===== config.mk =====
export PLATFORM = sky130hd
export DESIGN_NAME = cpu_irq_iface
export DESIGN_NICKNAME = d
export VERILOG_FILES = /design/src/rtl/cpu_irq_iface_pkg.sv /design/src/rtl/cpuif_decode.sv /design/src/rtl/cpuif_run_fsm.sv /design/src/rtl/cpuif_irq_gate.sv /design/src/rtl/cpu_irq_iface.sv
export SDC_FILE = /design/constraint.sdc
export NUM_CORES = 1
export LEC_CHECK = 0
export ABC_AREA = 1
export ABC_CLOCK_PERIOD_IN_PS = 3500
export CORE_ASPECT_RATIO = 0.8
export CORE_MARGIN = 2
export CORE_UTILIZATION = 53
export CTS_BUF_LIST = sky130_fd_sc_hd__clkbuf_4 sky130_fd_sc_hd__clkbuf_8 sky130_fd_sc_hd__clkbuf_16
export DETAILED_ROUTE_END_ITERATION = 8
export PLACE_DENSITY_LB_ADDON = 0.12
export SLEW_MARGIN = 5
export SYNTH_ARGS = -nofsm -noshare
export SYNTH_HDL_FRONTEND = slang
export SYNTH_SLANG_ARGS = --single-unit

===== constraint.sdc =====
create_clock -name clk -period 3.5 [get_ports clk]
set_input_delay 0.7 -clock clk [delete_from_list [all_inputs] [get_ports clk]]
set_output_delay 0.7 -clock clk [all_outputs]
set_load 0.01 [all_outputs]

===== src/rtl/cpu_irq_iface_pkg.sv =====
package cpu_irq_iface_pkg;

    // Bus-side handshake state
    typedef enum logic [0:0] {
        BUS_IDLE = 1'b0,
        BUS_RESP = 1'b1
    } bus_state_e;

    // Running-interrupt state
    typedef enum logic [0:0] {
        RUN_IDLE   = 1'b0,
        RUN_ACTIVE = 1'b1
    } run_state_e;

    // Decoded register operation
    typedef enum logic [3:0] {
        OP_NONE  = 4'd0,
        OP_BAD   = 4'd1,
        OP_CTRL  = 4'd2,
        OP_MASK  = 4'd3,
        OP_BPR   = 4'd4,
        OP_ACK   = 4'd5,
        OP_EOI   = 4'd6,
        OP_RUN   = 4'd7,
        OP_HPEND = 4'd8
    } reg_op_e;

    // Register byte offsets
    localparam logic [7:0] OFS_CTRL  = 8'h00;
    localparam logic [7:0] OFS_MASK  = 8'h04;
    localparam logic [7:0] OFS_BPR   = 8'h08;
    localparam logic [7:0] OFS_ACK   = 8'h0C;
    localparam logic [7:0] OFS_EOI   = 8'h10;
    localparam logic [7:0] OFS_RUN   = 8'h14;
    localparam logic [7:0] OFS_HPEND = 8'h18;

endpackage


===== src/rtl/cpuif_decode.sv =====
module cpuif_decode
    import cpu_irq_iface_pkg::*;
#(
    parameter int ADDR_W = 8
) (
    input  logic              req_valid,
    input  logic              req_write,
    input  logic [ADDR_W-1:0] req_addr,
    output reg_op_e           op
);

    always_comb begin
        op = OP_NONE;
        if (req_valid) begin
            op = OP_BAD;
            if (req_addr == ADDR_W'(OFS_CTRL)) begin
                op = OP_CTRL;
            end else if (req_addr == ADDR_W'(OFS_MASK)) begin
                op = OP_MASK;
            end else if (req_addr == ADDR_W'(OFS_BPR)) begin
                op = OP_BPR;
            end else if (req_addr == ADDR_W'(OFS_ACK)) begin
                op = req_write ? OP_BAD : OP_ACK;
            end else if (req_addr == ADDR_W'(OFS_EOI)) begin
                op = req_write ? OP_EOI : OP_BAD;
            end else if (req_addr == ADDR_W'(OFS_RUN)) begin
                op = req_write ? OP_BAD : OP_RUN;
            end else if (req_addr == ADDR_W'(OFS_HPEND)) begin
                op = req_write ? OP_BAD : OP_HPEND;
            end
        end
    end

endmodule


===== src/rtl/cpuif_run_fsm.sv =====
module cpuif_run_fsm
    import cpu_irq_iface_pkg::*;
#(
    parameter int ID_W   = 10,
    parameter int PRIO_W = 8
) (
    input  logic            clk,
    input  logic            rst_n,
    input  logic            take,
    input  logic [ID_W-1:0] take_id,
    input  logic [PRIO_W-1:0] take_prio,
    input  logic            eoi_req,
    input  logic [ID_W-1:0] eoi_req_id,
    output logic [PRIO_W:0] run_prio,
    output logic [ID_W-1:0] run_id,
    output logic            eoi_hit
);

    localparam logic [ID_W-1:0] NONE_ID   = {ID_W{1'b1}};
    localparam logic [PRIO_W:0] IDLE_PRIO = {1'b1, {PRIO_W{1'b0}}};

    run_state_e state_q, state_d;
    logic [PRIO_W:0] prio_d;
    logic [ID_W-1:0] id_d;

    // RETIRE condition: matching completion of the running interrupt
    assign eoi_hit = (state_q == RUN_ACTIVE) && eoi_req && (eoi_req_id == run_id);

    always_ff @(posedge clk or negedge rst_n) begin
        if (!rst_n) begin
            state_q  <= RUN_IDLE;
            run_prio <= IDLE_PRIO;
            run_id   <= NONE_ID;
        end else begin
            state_q  <= state_d;
            run_prio <= prio_d;
            run_id   <= id_d;
        end
    end

    always_comb begin
        state_d = state_q;
        prio_d  = run_prio;
        id_d    = run_id;
        unique case (state_q)
            RUN_IDLE: begin
                if (take) begin                      // TAKE
                    state_d = RUN_ACTIVE;
                    prio_d  = {1'b0, take_prio};
                    id_d    = take_id;
                end
            end
            RUN_ACTIVE: begin
                if (take) begin                      // TAKE (replaces)
                    prio_d = {1'b0, take_prio};
                    id_d   = take_id;
                end else if (eoi_hit) begin          // RETIRE
                    state_d = RUN_IDLE;
                    prio_d  = IDLE_PRIO;
                    id_d    = NONE_ID;
                end
            end
            default: begin
                state_d = RUN_IDLE;
            end
        endcase
    end

endmodule


===== src/rtl/cpuif_irq_gate.sv =====
module cpuif_irq_gate #(
    parameter int ID_W   = 10,
    parameter int PRIO_W = 8
) (
    input  logic              dist_enable,
    input  logic              cpu_enable,
    input  logic [ID_W-1:0]   cur_id,
    input  logic [PRIO_W-1:0] cur_prio,
    input  logic [PRIO_W-1:0] prio_mask,
    input  logic [PRIO_W:0]   run_prio,
    output logic              irq
);

    localparam logic [ID_W-1:0] NONE_ID = {ID_W{1'b1}};

    logic has_pend, beats_mask, beats_run;

    always_comb begin
        has_pend   = (cur_id != NONE_ID);
        beats_mask = (cur_prio < prio_mask);
        beats_run  = ({1'b0, cur_prio} < run_prio);
        irq        = dist_enable && cpu_enable && has_pend && beats_mask && beats_run;
    end

endmodule


===== src/rtl/cpu_irq_iface.sv =====
module cpu_irq_iface
    import cpu_irq_iface_pkg::*;
#(
    parameter int ADDR_W   = 8,
    parameter int ID_W     = 10,
    parameter int PRIO_W   = 8,
    parameter int DATA_W   = 32,
    parameter logic [PRIO_W-1:0] MASK_RST = 8'hF0
) (
    input  logic              clk,
    input  logic              rst_n,
    input  logic              req_valid,
    input  logic              req_write,
    input  logic [ADDR_W-1:0] req_addr,
    input  logic [((ID_W > PRIO_W) ? ID_W : PRIO_W)-1:0] req_wdata,
    output logic              rsp_valid,
    output logic              rsp_err,
    output logic [DATA_W-1:0] rsp_rdata,
    input  logic              dist_enable,
    input  logic [ID_W-1:0]   pend_id,
    input  logic [PRIO_W-1:0] pend_prio,
    output logic              irq,
    output logic              ack_valid,
    output logic [ID_W-1:0]   ack_id,
    output logic              eoi_valid,
    output logic [ID_W-1:0]   eoi_id
);

    localparam logic [ID_W-1:0] NONE_ID = {ID_W{1'b1}};

    // Registered view of the distributor's offer
    logic [ID_W-1:0]   cur_id_q;
    logic [PRIO_W-1:0] cur_prio_q;

    // Software-visible registers
    logic              cpu_en_q;
    logic [PRIO_W-1:0] mask_q;

    // Bus machine
    bus_state_e bus_q, bus_d;

    reg_op_e           op;
    logic              take;
    logic              eoi_req;
    logic              eoi_hit;
    logic [PRIO_W:0]   run_prio;
    logic [ID_W-1:0]   run_id;
    logic [DATA_W-1:0] rd_mux;

    cpuif_decode #(.ADDR_W(ADDR_W)) u_decode (
        .req_valid (req_valid),
        .req_write (req_write),
        .req_addr  (req_addr),
        .op        (op)
    );

    assign take    = (op == OP_ACK) && (cur_id_q != NONE_ID);
    assign eoi_req = (op == OP_EOI);

    cpuif_run_fsm #(.ID_W(ID_W), .PRIO_W(PRIO_W)) u_run (
        .clk        (clk),
        .rst_n      (rst_n),
        .take       (take),
        .take_id    (cur_id_q),
        .take_prio  (cur_prio_q),
        .eoi_req    (eoi_req),
        .eoi_req_id (req_wdata[ID_W-1:0]),
        .run_prio   (run_prio),
        .run_id     (run_id),
        .eoi_hit    (eoi_hit)
    );

    cpuif_irq_gate #(.ID_W(ID_W), .PRIO_W(PRIO_W)) u_gate (
        .dist_enable (dist_enable),
        .cpu_enable  (cpu_en_q),
        .cur_id      (cur_id_q),
        .cur_prio    (cur_prio_q),
        .prio_mask   (mask_q),
        .run_prio    (run_prio),
        .irq         (irq)
    );

    // Snapshot of the distributor's offer
    always_ff @(posedge clk or negedge rst_n) begin
        if (!rst_n) begin
            cur_id_q   <= NONE_ID;
            cur_prio_q <= '0;
        end else begin
            cur_id_q   <= pend_id;
            cur_prio_q <= pend_prio;
        end
    end

    // Control and mask registers
    always_ff @(posedge clk or negedge rst_n) begin
        if (!rst_n) begin
            cpu_en_q <= 1'b0;
            mask_q   <= MASK_RST;
        end else if (req_write) begin
            if (op == OP_CTRL) begin
                cpu_en_q <= req_wdata[0];
            end
            if (op == OP_MASK) begin
                mask_q <= req_wdata[PRIO_W-1:0];
            end
        end
    end

    // Read data selection
    always_comb begin
        rd_mux = '0;
        if (!req_write) begin
            unique case (op)
                OP_CTRL:  rd_mux = DATA_W'(cpu_en_q);
                OP_MASK:  rd_mux = DATA_W'(mask_q);
                OP_ACK:   rd_mux = DATA_W'(cur_id_q);
                OP_RUN:   rd_mux = DATA_W'(run_prio);
                OP_HPEND: rd_mux = DATA_W'(cur_id_q);
                default:  rd_mux = '0;
            endcase
        end
    end

    // Bus state register: ISSUE / DRAIN
    always_comb begin
        unique case (bus_q)
            BUS_IDLE: bus_d = req_valid ? BUS_RESP : BUS_IDLE;
            BUS_RESP: bus_d = req_valid ? BUS_RESP : BUS_IDLE;
            default:  bus_d = BUS_IDLE;
        endcase
    end

    always_ff @(posedge clk or negedge rst_n) begin
        if (!rst_n) begin
            bus_q <= BUS_IDLE;
        end else begin
            bus_q <= bus_d;
        end
    end

    // Output registers
    always_ff @(posedge clk or negedge rst_n) begin
        if (!rst_n) begin
            rsp_err   <= 1'b0;
            rsp_rdata <= '0;
            ack_valid <= 1'b0;
            ack_id    <= NONE_ID;
            eoi_valid <= 1'b0;
            eoi_id    <= NONE_ID;
        end else begin
            rsp_err   <= (op == OP_BAD);
            rsp_rdata <= rd_mux;
            ack_valid <= take;
            ack_id    <= take ? cur_id_q : NONE_ID;
            eoi_valid <= eoi_hit;
            eoi_id    <= eoi_hit ? run_id : NONE_ID;
        end
    end

    assign rsp_valid = (bus_q == BUS_RESP);

endmodule


==> results.md <==
- Die H: about 82 microns
- Seq/Total Area, Yosys: around 52%
- Leak pwr: between 2 and 2.5 nW
- Flops & latches, synth: 81
- Cell Rows: 28
- Met1 Usage GRT: approximately 30%
- WP data required: 2.80 ns
- Vias in the first global route: between 3,000 and 4,000
- Synthesized area: ~4000 sq um
- Startpoint Class: flip-flop
- Max stage delay on crit path: ~0.6 ns
- Initial DRC Count: slightly below 200
- EDFF count, synth: 0
- Grt met2 use: 34.4%
- Core box area: approximately 7400 sq um
- Max clock buf depth: 2
- Delay-heaviest family, CP: buffers and inverters
- Max FO, Critical Path: 3
- Drt via density: 5.05
- Placed cell count: approximately 600
- Detail Route Antenna Nets: 0
- CTS tree: done
- Critical Path Start: mask_q[5]
- Syn Inst Count: roughly 440
- Initial DRT Pass Iterations: 5
- Fin. max-slew vios: 0
- IO Port Bufs: 75
- CP bufs+invs: 2
- Routed length per instance: 13.8 microns
- Ports: 98
- ANT cells: 0
- Clock Sinks: 81
- Initial core utilization: a little over half
- Fraction of layout cells with a size suffix above 1: 19.4%
- Setup_tns: 0 ns
- Critical path, cell by cell: inv_1, ha_1, a21oi_1, o21a_1, nand2_1, nor4_1, clkdlybuf4s50_1
- Cts bufs inserted: 9
- Slowest stage cell, crit path: clkdlybuf4s50_1
- Largest net degree at the start of global routing: slightly above 80
- Yosys warns: 0
- Finish-stage setup viols: 0
- Most Crowded Layer GR: met2
- Hold Vio Cnt, Final: 0
- Pwr per Cell Area: ~390 nW/um^2
- Final #Nets: approximately 580
- Worst Setup End Kind: primary output
- Vias: around 3,100
- Dominant combinational cell family by area after synthesis: simple AND/OR/NAND/NOR gates
- Post-CTS setup buffers: 0
- # H-tree levels: 3
- Peak VDD IR: between 0.3 and 0.4 mV
- Status: finished, final reports clean
- Worst r2r src: u_run.run_id[3]
- RSZ-0062 raised after global routing: false
- Hold WC Path Type: in -> async
- Later-pin clock latency in the skew report: ~0.35 ns
- Worst hold margin: 0.499 ns
- Fin crit period: approximately 3.1 ns
- DRC Markers: 0
- Met3 GRT Util: approximately 6.4%
- FMAX: about 0.32 GHz
- Synth Area in Adders: about 4.4%
- Layout Cells excl Fill: between 600 and 700
- Grt ovf: 0
- Xor/xnor share of the synthesized area: 0%
- GRT Resource Usage Total: between 20% and 30%
- FFs w/ async S/R, synth: 100%
- Global-route wire length before repair: approximately 14 mm
- Distinct cells, synth: 34
- Die area: a little over 8000 sq um
- Top_reg_cell synth: dfstp_2
- Clock slew at reported path FFs: 0.09 ns
- Post-DP HPWL: between 6 and 7 mm
- Worst Tran Pin Value: slightly below 1 ns
- Hold Buf Count CTS: 0
- Initial antenna violation count: 0
- Syn Area/Cell: about 9.1 sq um
- Arrival @ worst endpoint: between 2 and 2.5 ns
- Final worst path period share: roughly nine tenths
- Root Buffer Master: clkbuf_8
- Total Wirelength: around 8.5 mm
- Slew headroom: approximately 35%
- Kind of critical path: reg -> out
- Post-synthesis mux area share: 0%
- CTS resizes: 0
- Post-Synth Simple-Gate Area: about a quarter
- RePlAce Congestion: 0.931
- Chip width: 101 microns
- Maxcap violations: 0
- Compound-Gate Fraction of Synth Area: under 10%
- Worst Skew: roughly 0.0073 ns
- Area growth syn-to-layout: 23.1%
[kinds of logic (layout without fill, tap and decap cells)]
kind of cell             count (synthesis)  in the layout
flip-flops                              81             81
AND/OR/NAND/NOR                        200            200
AO/OA/AOI/OAI                           42             42
adder cells (fa/ha/maj)                 14             14
buffers and inverters                  103            166
other                                    1             22
[metal layers]
metal | routed length, microns | up-vias
met2 | 3890 | 125
met5 | 0 | -
li1 | - | 1513
met1 | 3870 | 1454
met3 | 644 | 13
met4 | 91 | 0
[synthesized netlist by cell type (all sizes together) (2+ instances only)]
| master | instances | area [sq um] |
|---|---|---|
| o22ai | 4 | 25.0 |
| o2111ai | 4 | 35.0 |
| nand4 | 6 | 52.6 |
| nor2 | 40 | 180 |
| o211ai | 2 | 15.0 |
| a21boi | 2 | 26.3 |
| nor4 | 2 | 12.5 |
| nand2 | 97 | 387 |
| o21ai | 21 | 139 |
| a21oi | 8 | 40.0 |
| dfrtp | 36 | 901 |
| buf | 31 | 234 |
| nand3 | 45 | 268 |
| ha | 14 | 175 |
| dfstp | 45 | 1180 |
| inv | 72 | 275 |
| nor3 | 9 | 45.0 |
[power breakdown]
| part | switching [W] | total [W] | internal [W] |
|---|---|---|---|
| logic | 0.000120 | 0.000208 | 0.0000879 |
| clock network | 0.000351 | 0.000687 | 0.000336 |
| registers | 0.0000229 | 0.00101 | 0.000986 |
[worst paths after layout]
check	cells after the start	end	slack [ns]
worst min-delay path	1	rsp_rdata[9]	0.50
worst max register to register	9	eoi_id[1]	1.49
max in group asynchronous	1	u_run.run_prio[2]	2.37
min in group clk	2	mask_q[7]	0.50
worst max-delay path	7	irq	0.40
worst min register to register	2	mask_q[7]	0.50
[placed cells by master, fill, tap and decap left out, types with 2 or more instances in the layout]
master | synthesis | routed
o21ai_2 | 9 | 9
buf_4 | 24 | 4
dfrtp_1 | 36 | 36
conb_1 | 1 | 22
nand3_1 | 38 | 38
o21ai_1 | 10 | 10
dfstp_2 | 45 | 45
o2111ai_1 | 4 | 4
nor2_2 | 3 | 3
nor3_1 | 9 | 9
clkbuf_8 | 0 | 9
nor4_1 | 2 | 2
inv_1 | 64 | 64
clkinv_2 | 0 | 2
o211ai_1 | 2 | 2
nand2_2 | 3 | 3
nand2_4 | 2 | 2
o21ai_0 | 2 | 2
o22ai_1 | 4 | 4
nor2_1 | 34 | 34
nor2_4 | 3 | 3
a21oi_1 | 8 | 8
nand2_1 | 92 | 92
inv_6 | 0 | 3
inv_2 | 6 | 6
clkdlybuf4s50_1 | 0 | 74
nand4_1 | 5 | 5
ha_1 | 14 | 14
nand3_2 | 6 | 6
inv_4 | 2 | 2
[per-stage QoR]
step | utilization [%] | total power, W | setup slack [ns] | instance area [sq um]
2_1_floorplan | - | 0.00115 | 1.32 | 4090
3_3_place_gp | 64.4 | 0.00122 | 0.539 | 4740
3_5_place_dp | 64.4 | 0.00123 | 0.584 | 4740
4_1_cts | 67.1 | 0.00192 | 0.375 | 4940
5_1_grt | 67.1 | 0.00200 | 0.216 | 4940
6_report | 67.1 | 0.00190 | 0.396 | 4940
[worst reg2reg max path, delay by kind of cell (launching register included)]
family                 cells  cell delay, ns
buffers and inverters      2            0.45
flip-flops                 1            0.52
AO/OA/AOI/OAI              1            0.11
AND/OR/NAND/NOR            6            0.84
[sequential cells by signal, summed over array words and instances (netlist names), 8 cells and up]
register,flops
mask_q,8
eoi_id,10
u_run.run_prio,9
rsp_rdata,10
cur_id_q,10
cur_prio_q,8
ack_id,10
u_run.run_id,10
[layout make-up]
cell class	count	area [sq um]
fill	602	2420
sequential	81	2080
multi-input combinational	278	1500
timing repair buffer	78	771
inverter	72	275
clock buffer	9	124
tap	90	113
clock inverter	7	75.1
Note: power is estimated with default switching activity, not from simulation.
